<file path="config.mk">
export PLATFORM = sky130hd
export DESIGN_NAME = trig_match_unit
export DESIGN_NICKNAME = d
export VERILOG_FILES = /design/src/rtl/trig_match_pkg.sv /design/src/rtl/tm_rst_sync.sv /design/src/rtl/tm_history.sv /design/src/rtl/tm_edge_detect.sv /design/src/rtl/tm_compare.sv /design/src/rtl/trig_match_unit.sv
export SDC_FILE = /design/constraint.sdc
export NUM_CORES = 1
export LEC_CHECK = 0
export ABC_AREA = 0
export CAP_MARGIN = 15
export CORE_ASPECT_RATIO = 2
export CORE_MARGIN = 4
export CORE_UTILIZATION = 65
export DETAILED_ROUTE_END_ITERATION = 10
export DONT_BUFFER_PORTS = 1
export HOLD_SLACK_MARGIN = 0.12
export PLACE_DENSITY = 0.8
export SETUP_SLACK_MARGIN = 0.02
export SLEW_MARGIN = 10
export SYNTH_ARGS = -nofsm -noshare
export SYNTH_HDL_FRONTEND = slang
export SYNTH_SLANG_ARGS = --single-unit
</file>
<file path="constraint.sdc">
create_clock -name clk -period 2.9 [get_ports clk]
set_clock_uncertainty 0.2 [all_clocks]
set_input_delay 0.58 -clock clk [delete_from_list [all_inputs] [get_ports clk]]
set_output_delay 0.58 -clock clk [all_outputs]
set_load 0.05 [all_outputs]
</file>
<file path="src/rtl/trig_match_pkg.sv">
package trig_match_pkg;

  localparam int KIND_W = 4;

  typedef enum logic [KIND_W-1:0] {
    MK_PATTERN = 4'd0,
    MK_EDGE    = 4'd1,
    MK_STABLE  = 4'd2,
    MK_EQ      = 4'd3,
    MK_NE      = 4'd4,
    MK_GT      = 4'd5,
    MK_GE      = 4'd6,
    MK_LT      = 4'd7,
    MK_LE      = 4'd8
  } match_kind_e;

  typedef enum logic [1:0] {
    EDGE_NONE = 2'b00,
    EDGE_RISE = 2'b01,
    EDGE_FALL = 2'b10,
    EDGE_ANY  = 2'b11
  } edge_sel_e;

endpackage

</file>
<file path="src/rtl/tm_rst_sync.sv">
module tm_rst_sync (
  input  logic clk,
  input  logic rst_n,
  output logic rst_core_n
);

  logic [1:0] stage_q;

  always_ff @(posedge clk or negedge rst_n) begin
    if (!rst_n) begin
      stage_q <= 2'b00;
    end else begin
      stage_q <= {stage_q[0], 1'b1};
    end
  end

  assign rst_core_n = stage_q[1];

endmodule

</file>
<file path="src/rtl/tm_history.sv">
module tm_history #(
  parameter int CH_W  = 18,
  parameter int CNT_W = 8
) (
  input  logic             clk,
  input  logic             rst_n,
  input  logic             smp_valid,
  input  logic [CH_W-1:0]  smp_data,
  input  logic [CH_W-1:0]  cfg_care,
  output logic [CH_W-1:0]  prev_data,
  output logic             prev_ok,
  output logic [CNT_W-1:0] run_len
);

  localparam logic [CNT_W-1:0] RUN_ONE = CNT_W'(1);
  localparam logic [CNT_W-1:0] RUN_MAX = {CNT_W{1'b1}};

  logic [CH_W-1:0]  prev_q, prev_d;
  logic             ok_q, ok_d;
  logic [CNT_W-1:0] run_q, run_d, run_cur;
  logic             same_cared;

  // run length of the current sample, counting itself
  always_comb begin
    same_cared = ok_q && (((smp_data ^ prev_q) & cfg_care) == '0);
    if (!same_cared) begin
      run_cur = RUN_ONE;
    end else if (run_q == RUN_MAX) begin
      run_cur = RUN_MAX;
    end else begin
      run_cur = run_q + RUN_ONE;
    end
  end

  // next state, advanced only on valid samples
  always_comb begin
    prev_d = prev_q;
    ok_d   = ok_q;
    run_d  = run_q;
    if (smp_valid) begin
      prev_d = smp_data;
      ok_d   = 1'b1;
      run_d  = run_cur;
    end
  end

  always_ff @(posedge clk or negedge rst_n) begin
    if (!rst_n) begin
      prev_q <= '0;
      ok_q   <= 1'b0;
      run_q  <= '0;
    end else begin
      prev_q <= prev_d;
      ok_q   <= ok_d;
      run_q  <= run_d;
    end
  end

  assign prev_data = prev_q;
  assign prev_ok   = ok_q;
  assign run_len   = run_cur;

endmodule

</file>
<file path="src/rtl/tm_edge_detect.sv">
module tm_edge_detect
  import trig_match_pkg::*;
#(
  parameter int CH_W = 18
) (
  input  logic [CH_W-1:0]   cur_data,
  input  logic [CH_W-1:0]   prev_data,
  input  logic              prev_ok,
  input  logic [2*CH_W-1:0] cfg_edge,
  output logic              edge_hit
);

  logic [CH_W-1:0] ch_hit;

  for (genvar i = 0; i < CH_W; i++) begin : g_ch
    edge_sel_e sel;
    logic      rose, fell, want_rise, want_fall;
    assign sel       = edge_sel_e'(cfg_edge[2*i +: 2]);
    assign rose      = ~prev_data[i] & cur_data[i];
    assign fell      = prev_data[i] & ~cur_data[i];
    assign want_rise = (sel == EDGE_RISE) || (sel == EDGE_ANY);
    assign want_fall = (sel == EDGE_FALL) || (sel == EDGE_ANY);
    assign ch_hit[i] = (want_rise & rose) | (want_fall & fell);
  end

  assign edge_hit = prev_ok & (|ch_hit);

endmodule

</file>
<file path="src/rtl/tm_compare.sv">
module tm_compare
  import trig_match_pkg::*;
#(
  parameter int CH_W = 18
) (
  input  logic [CH_W-1:0] smp_data,
  input  logic [CH_W-1:0] cfg_care,
  input  logic [CH_W-1:0] cfg_level,
  input  logic [CH_W-1:0] cfg_ref,
  input  match_kind_e     kind,
  output logic            pat_hit,
  output logic            mag_hit
);

  logic [CH_W-1:0] lhs, rhs;
  logic            is_eq, is_lt;

  assign pat_hit = (((smp_data ^ cfg_level) & cfg_care) == '0);

  assign lhs   = smp_data & cfg_care;
  assign rhs   = cfg_ref & cfg_care;
  assign is_eq = (lhs == rhs);
  assign is_lt = (lhs < rhs);

  always_comb begin
    mag_hit = 1'b0;
    case (kind)
      MK_EQ:   mag_hit = is_eq;
      MK_NE:   mag_hit = ~is_eq;
      MK_GT:   mag_hit = ~is_eq & ~is_lt;
      MK_GE:   mag_hit = ~is_lt;
      MK_LT:   mag_hit = is_lt;
      MK_LE:   mag_hit = is_lt | is_eq;
      default: mag_hit = 1'b0;
    endcase
  end

endmodule

</file>
<file path="src/rtl/trig_match_unit.sv">
module trig_match_unit
  import trig_match_pkg::*;
#(
  parameter int CH_W  = 18,
  parameter int CNT_W = 8
) (
  input  logic              clk,
  input  logic              rst_n,
  input  logic              smp_valid,
  input  logic [CH_W-1:0]   smp_data,
  input  logic [KIND_W-1:0] cfg_kind,
  input  logic [CH_W-1:0]   cfg_care,
  input  logic [CH_W-1:0]   cfg_level,
  input  logic [2*CH_W-1:0] cfg_edge,
  input  logic [CH_W-1:0]   cfg_ref,
  input  logic [CNT_W-1:0]  cfg_hold,
  output logic              hit
);

  logic             rst_core_n;
  match_kind_e      kind;
  logic [CH_W-1:0]  prev_data;
  logic             prev_ok;
  logic [CNT_W-1:0] run_len;
  logic             pat_hit, mag_hit, edge_hit, stable_hit;
  logic             match_d, hit_d, hit_q;

  assign kind = match_kind_e'(cfg_kind);

  tm_rst_sync u_rst_sync (
    .clk        (clk),
    .rst_n      (rst_n),
    .rst_core_n (rst_core_n)
  );

  tm_history #(.CH_W(CH_W), .CNT_W(CNT_W)) u_history (
    .clk       (clk),
    .rst_n     (rst_core_n),
    .smp_valid (smp_valid),
    .smp_data  (smp_data),
    .cfg_care  (cfg_care),
    .prev_data (prev_data),
    .prev_ok   (prev_ok),
    .run_len   (run_len)
  );

  tm_edge_detect #(.CH_W(CH_W)) u_edge (
    .cur_data  (smp_data),
    .prev_data (prev_data),
    .prev_ok   (prev_ok),
    .cfg_edge  (cfg_edge),
    .edge_hit  (edge_hit)
  );

  tm_compare #(.CH_W(CH_W)) u_cmp (
    .smp_data  (smp_data),
    .cfg_care  (cfg_care),
    .cfg_level (cfg_level),
    .cfg_ref   (cfg_ref),
    .kind      (kind),
    .pat_hit   (pat_hit),
    .mag_hit   (mag_hit)
  );

  assign stable_hit = (run_len >= cfg_hold);

  always_comb begin
    match_d = 1'b0;
    case (kind)
      MK_PATTERN: match_d = pat_hit;
      MK_EDGE:    match_d = edge_hit;
      MK_STABLE:  match_d = stable_hit;
      MK_EQ, MK_NE, MK_GT, MK_GE, MK_LT, MK_LE: match_d = mag_hit;
      default:    match_d = 1'b0;
    endcase
    hit_d = smp_valid & match_d;
  end

  always_ff @(posedge clk or negedge rst_core_n) begin
    if (!rst_core_n) begin
      hit_q <= 1'b0;
    end else begin
      hit_q <= hit_d;
    end
  end

  assign hit = hit_q;

endmodule

</file>
## Word level (Yosys, flattened, before mapping)

Cells that the tools add are included.

| operators by class | value |
|---|---|
| add/subtract/negate cells | 1 |
| $lt $le $gt $ge | 2 |
| eq/ne operators | 64 |
| mux-type cells | 4 |
| bitwise logic cells | 138 |
| reduce and logical (&&, ||, !) cells | 42 |

Operators with widths:

| cell | count |
|---|---|
| AND 1 bit | 75 |
| AND 18 bit | 4 |
| equality test 2 bit, second input constant | 36 |
| NOT 1 bit | 38 |
| equality test 2 x 1 -> 1 bit, second input constant | 18 |
| logical NOT 18 bit | 2 |
| logical OR 1 bit | 36 |
| XOR 18 bit | 2 |
| bitwise OR 1 bit | 19 |
| equality test 18 bit | 1 |
| less-than comparator 18 bit | 1 |
| OR reduction 18 bit | 1 |
| equality test 4 x 3 -> 1 bit, second input constant | 4 |
| two-way mux 8 bit | 2 |
| adder 8 x 1 -> 8 bit, second input constant | 1 |
| equality test 4 x 2 -> 1 bit, second input constant | 2 |
| equality test 8 bit, second input constant | 1 |
| >= comparator 8 bit | 1 |
| one-hot mux 1 bit (6 select lines) | 1 |
| OR reduction 6 bit | 1 |
| equality test 4 x 1 -> 1 bit, second input constant | 1 |
| equality test 4 bit, second input constant | 1 |
| logical NOT 4 bit | 1 |
| one-hot mux 1 bit (4 select lines) | 1 |
| logical AND 1 bit | 1 |

| storage, ports and cells | value |
|---|---|
| register bits after elaboration | 30 |
| bits of input ports | 123 |
| word-level logic and storage cells | 256 |

## Logic depth before layout (Yosys ltp)

| depth | value |
|---|---|
| word-level depth | 8 |
| gate-level depth with buffers | 14 |
| gate-level depth less buffers | 14 |

## Modules after synthesis

A second synthesis with hierarchy kept.

| unflattened totals | value |
|---|---|
| cell total of the unflattened synthesis | 362 |
| area total of the unflattened synthesis | 3057.9 um^2 |

By module, submodules not included:

| module | times used | cells each | area each (um^2) | sequential area each (um^2) |
|---|---|---|---|---|
| tm_history | 1 | 133 | 1462.7 | 675.6 |
| tm_compare | 1 | 128 | 918.4 | 0.0 |
| tm_edge_detect | 1 | 60 | 339.1 | 0.0 |
| trig_match_unit | 1 | 38 | 284.0 | 25.0 |
| tm_rst_sync | 1 | 3 | 53.8 | 50.0 |

## Worst setup path before layout

No wires, ideal clock.

| timing | value |
|---|---|
| path type | flip-flop to flip-flop |
| from | register u_history.run_q[0] |
| to | register hit_q, in the netlist hit |
| setup time | 0.137 ns |
| arrival time | 3.104 ns |
| data required time | 2.563 ns |
| slack | -0.541 ns |
| stages on the path, launching flop included | 15 |
| path buffers | 1 |
| clock period less this slack | 3.441 ns |
| cells stage by stage | dfrtp_1 > ha_1 > and3_1 > and3_1 > nand3_1 > clkbuf_1 > and3_1 > ha_1 > nand2b_1 > a21o_1 > a211oi_1 > o21bai_1 > a2111oi_0 > o32a_1 > a41oi_2 |

| on the way | value |
|---|---|
| longest elaborated chain between the ends | 6 |
| elaborated cells on any way between the ends | 7 |
| classes of those cells | add/sub: 1; order compare: 1; eq/ne: 1; mux: 3; bitwise: 1 |

Ends and longest elaborated chain:

| item | RTL line | RTL |
|---|---|---|
| from (decl) | tm_history.sv:20 | `logic [CNT_W-1:0] run_q, run_d, run_cur;` |
| from (signal assigned) | tm_history.sv:55 | `run_q <= run_d;` |
| adder 8 x 1 -> 8 bit or equality test 8 bit (tied branches) | tm_history.sv:31, tm_history.sv:28 |  |
| two-way mux 8 bit (*) | tm_history.sv:28 | `end else if (run_q == RUN_MAX) begin` |
| two-way mux 8 bit (*) | tm_history.sv:26 | `if (!same_cared) begin` |
| >= comparator 8 bit (*) | trig_match_unit.sv:65 | `assign stable_hit = (run_len >= cfg_hold);` |
| one-hot mux 1 bit (4 select lines) (*) | trig_match_unit.sv:69 | `case (kind)` |
| AND 1 bit (*) | trig_match_unit.sv:76 | `hit_d = smp_valid & match_d;` |
| named net hit_d | trig_match_unit.sv:26 | `logic match_d, hit_d, hit_q;` |
| to (signal assigned) | trig_match_unit.sv:83 | `hit_q <= hit_d;` |
| to (decl) | trig_match_unit.sv:26 |  |

Mark *: on every way through the listed nets, which the timed path passes. The rest lies on a longest branch.
A chain may end at the register's enable or synchronous reset.

## Worst setup path in the final report

| timing | value |
|---|---|
| from | register u_history.prev_q[10], in the netlist u_history.prev_data[10] |
| to | register hit_q, in the netlist hit |

| on the way | value |
|---|---|
| longest elaborated chain between the ends | 8 |
| elaborated cells on any way between the ends | 16 |
| classes of those cells | order compare: 1; mux: 2; bitwise: 10; reduce/logical: 3 |

Ends and longest elaborated chain:

| item | RTL line | RTL |
|---|---|---|
| from (decl) | tm_history.sv:18 | `logic [CH_W-1:0] prev_q, prev_d;` |
| from (signal assigned) | tm_history.sv:53 | `prev_q <= prev_d;` |
| XOR 18 bit or NOT 1 bit (tied branches) | tm_history.sv:25, tm_edge_detect.sv:19 |  |
| AND 18 bit or AND 1 bit (tied branches) | tm_history.sv:25, tm_edge_detect.sv:19 |  |
| logical NOT 18 bit or AND 1 bit (tied branches) | tm_history.sv:25, tm_edge_detect.sv:23 |  |
| logical AND 1 bit or bitwise OR 1 bit (tied branches) | tm_history.sv:25, tm_edge_detect.sv:23 |  |
| two-way mux 8 bit or OR reduction 18 bit (tied branches) | tm_history.sv:26, tm_edge_detect.sv:26 |  |
| >= comparator 8 bit or AND 1 bit (tied branches) | trig_match_unit.sv:65, tm_edge_detect.sv:26 |  |
| one-hot mux 1 bit (4 select lines) (*) | trig_match_unit.sv:69 |  |
| AND 1 bit (*) | trig_match_unit.sv:76 |  |
| named net hit_d | trig_match_unit.sv:26 |  |

Marked as above.

==> results.sh <==
export IMPL_post_place_cells=491
export IMPL_postCtsSetupBuffers=0
export IMPL_synth_distinct_cells=50
export IMPL_antenna_cells=0
export IMPL_clock_path_buffers=2
export IMPL_clock_fmax_mhz=306.2
export IMPL_async_flop_share_pct=100.0
export IMPL_dieArea_mm2=0.006280
export IMPL_final_util_pct=79.17
export IMPL_ys_seq_area_share_pct=23.03
export IMPL_drtAntennaViolNets=0
export IMPL_synth_warnings=0
export IMPL_cts_root_buf="clkbuf_8"
export IMPL_tns_ps=-365.4
export IMPL_grt_pass1_vias=3338
export IMPL_powerDensity_mw_per_mm2=308.3
export IMPL_grt_max_degree=54
export IMPL_timing_hold_ws_ps=163.2
export IMPL_fp_row_count=36
export IMPL_synth_top_cell_area_share_pct=24.18
export IMPL_post_route_min_period_ps=3265
export IMPL_wl_per_cell_um=20.18
export IMPL_gp_congestion=0.9447
export IMPL_path_clk_slew_ps=70
export IMPL_area_growth_syn_to_layout_pct=18.16
export IMPL_start_util_pct=67.00
export IMPL_hold_viol=0
export IMPL_clock_latency_ps=280
export IMPL_antenna_found_initial=0
export IMPL_cts_buffers=5
export IMPL_required_ps=2850
export IMPL_final_cell_mix="ha_1 (54), inv_1 (50), nand2_1 (49)"
export IMPL_worstPathArrival_ps=3220
export IMPL_nets=629
export IMPL_outcome="complete, but fails checks"
export IMPL_grt_overflow_total=0
export IMPL_p_leak_nw=1.898
export IMPL_end_kind="flop"
export IMPL_syn_cell_area_mm2=0.003259
export IMPL_cts_tree="built"
export IMPL_rsz0062_at_grt="yes"
export IMPL_worst_path_max_fanout=3
export IMPL_synth_area_leaders="ha_1 (24%), dfrtp_1 (23%), inv_1 (7.0%)"
export IMPL_drt_total_wl_mm=10.11
export IMPL_vdd_drop_max_uv=308.4
export IMPL_hold_class="reg -> reg"
export IMPL_synth_top_area_cell="ha_1"
export IMPL_post_route_drc_count=0
export IMPL_synth_cells=409
export IMPL_synth_nets=595
export IMPL_drtIter0Drc=144
export IMPL_grt_pass1_wl_mm=15.45
export IMPL_clkSinkCount=30
export IMPL_violations="negative setup slack"
export IMPL_slew_viol_final=0
export IMPL_die_width_um=58.07
export IMPL_h_tree_depth=2
export IMPL_finalSetupViolCount=1
export IMPL_num_io_pins=124
export IMPL_via_per_inst=6.184
export IMPL_finalWorstSetupSlack_ps=-365.4
export IMPL_fill_cells=367
export IMPL_crit_type="reg -> reg"
export IMPL_coreArea_mm2=0.004865
export IMPL_crit_path_start_kind="flop"
export IMPL_finalCritPeriodShare_pct=112.6
export IMPL_pre_cts_slack_ps=-677.7
export IMPL_final_common_cell="ha_1"
export IMPL_port_buffers=0
export IMPL_final_cells=501
export IMPL_drive_gt1_share_pct=17.79
export IMPL_vias=3098
export IMPL_ys_ff_latch=30
export IMPL_synth_flop_cell="dfrtp_1"
export IMPL_grt_usage_pct=33.17
export IMPL_post_dp_hpwl_mm=8.510
export IMPL_cap_violations=0
export IMPL_syn_area_per_cell_um2=7.969
export IMPL_chipHeight_um=108.1
export IMPL_firstDrtPassIters=4
export IMPL_synth_edf_count=0
-- final cells by class --
class / instances / area [um2] / share of cell area [%]
clock buffer: 7 / 86.33 / 2.242
clock inverter: 1 / 5.005 / 0.1300
inverter: 64 / 265.3 / 6.888
multi-input combinational: 303 / 2375 / 61.66
sequential: 30 / 750.7 / 19.49
tap: 57 / 71.32 / 1.852
timing repair buffer: 39 / 297.8 / 7.732
-- Yosys cell counts, types with 2 or more instances --
cell type,n
o22ai_1,9
nor2_1,20
nand2_1,49
a21o_1,5
clkbuf_1,11
and3_1,7
a211oi_1,2
a21boi_0,4
o21ai_0,25
xnor2_1,11
o31ai_1,2
a222oi_1,2
a21oi_1,21
nand4_1,6
a22o_1,5
nand3_1,9
and2_1,3
a221oi_1,6
inv_2,2
nor4_1,5
xor2_1,12
inv_1,61
ha_1,63
nand2b_1,3
o21ai_1,2
a22oi_1,11
dfrtp_1,30
-- sequential cells by signal (all words and copies together), names as in the netlist --
| name | count |
|---|---|
| u_history.prev_data | 18 |
| u_history.run_q | 8 |
| u_rst_sync.stage_q | 2 |
| hit | 1 |
| u_history.prev_ok | 1 |
-- timing repair --
item | in CTS | in global routing
setup endpoints to repair | 1 | 1
hold buffers | 2 | 0
gates resized for setup | 1 | 11
hold endpoints to repair | 30 | 0
pin swaps | 1 | 1
-- path summary, 6_finish.rpt --
path | to | slack, ps | startpoint | cells after the start
setup reg to reg | hit$_DFF_PN0_ | -370 | u_history.prev_data[10]$_DFFE_PN0P_ | 13
max in group asynchronous | hit$_DFF_PN0_ | 1620 | u_rst_sync.stage_q[1]$_DFF_PN0_ | 2
min in group asynchronous | u_rst_sync.stage_q[1]$_DFF_PN0_ | 320 | rst_n | 1
hold reg to reg | u_rst_sync.stage_q[1]$_DFF_PN0_ | 160 | u_rst_sync.stage_q[0]$_DFF_PN0_ | 0
setup / recovery | hit$_DFF_PN0_ | -370 | u_history.prev_data[10]$_DFFE_PN0P_ | 13
hold / removal | u_rst_sync.stage_q[1]$_DFF_PN0_ | 160 | u_rst_sync.stage_q[0]$_DFF_PN0_ | 0
-- worst max-delay path: stages (launching register included) --
cell and delay (ps):
dfrtp_1 410, ha_4 270, o22ai_1 100, nor4_1 330
and3_4 260, and3_4 200, ha_4 200, nand2b_4 130
a21o_1 160, a211oi_2 170, o21bai_1 120, a2111oi_2 300
o32a_1 200, a41oi_2 90
-- cells by family after synthesis --
| family | Yosys count | synth area share (%) |
|---|---|---|
| fa+ha+maj | 63 | 24.18 |
| mux | 1 | 0.3455 |
| buf+inv | 76 | 8.791 |
| flops | 30 | 23.03 |
| xor+xnor | 23 | 6.180 |
| compound gates | 106 | 21.73 |
| other cells | 1 | 0.1151 |
| simple gates | 109 | 15.62 |
-- power breakdown --
part	total, mW	internal [mW]	switching [mW]
sequential	0.466	0.444	0.0224
clock	0.356	0.191	0.164
combinational	0.366	0.174	0.192
total	1.19	0.809	0.379
-- metal layers --
metal / up-vias / global-route usage, % / wire [um] / part of all wire (%)
met4: 0 / 20.90 / 636 / 6.3
met5: - / 0 / 0 / 0
met2: 140 / 61.89 / 5512 / 55
li1: 1485 / - / - / -
met3: 38 / 7.766 / 781 / 7.7
met1: 1435 / 30.84 / 3182 / 31
-- per-stage QoR --
stage,power (mW),cell area [um2]
after CTS,1.181,3787
after detailed placement,0.8217,3675
final,1.188,3851
after floorplan,0.7117,3377
after global routing,1.251,3851
after global placement,0.8106,3675
Power figures use the tool's default switching activity.
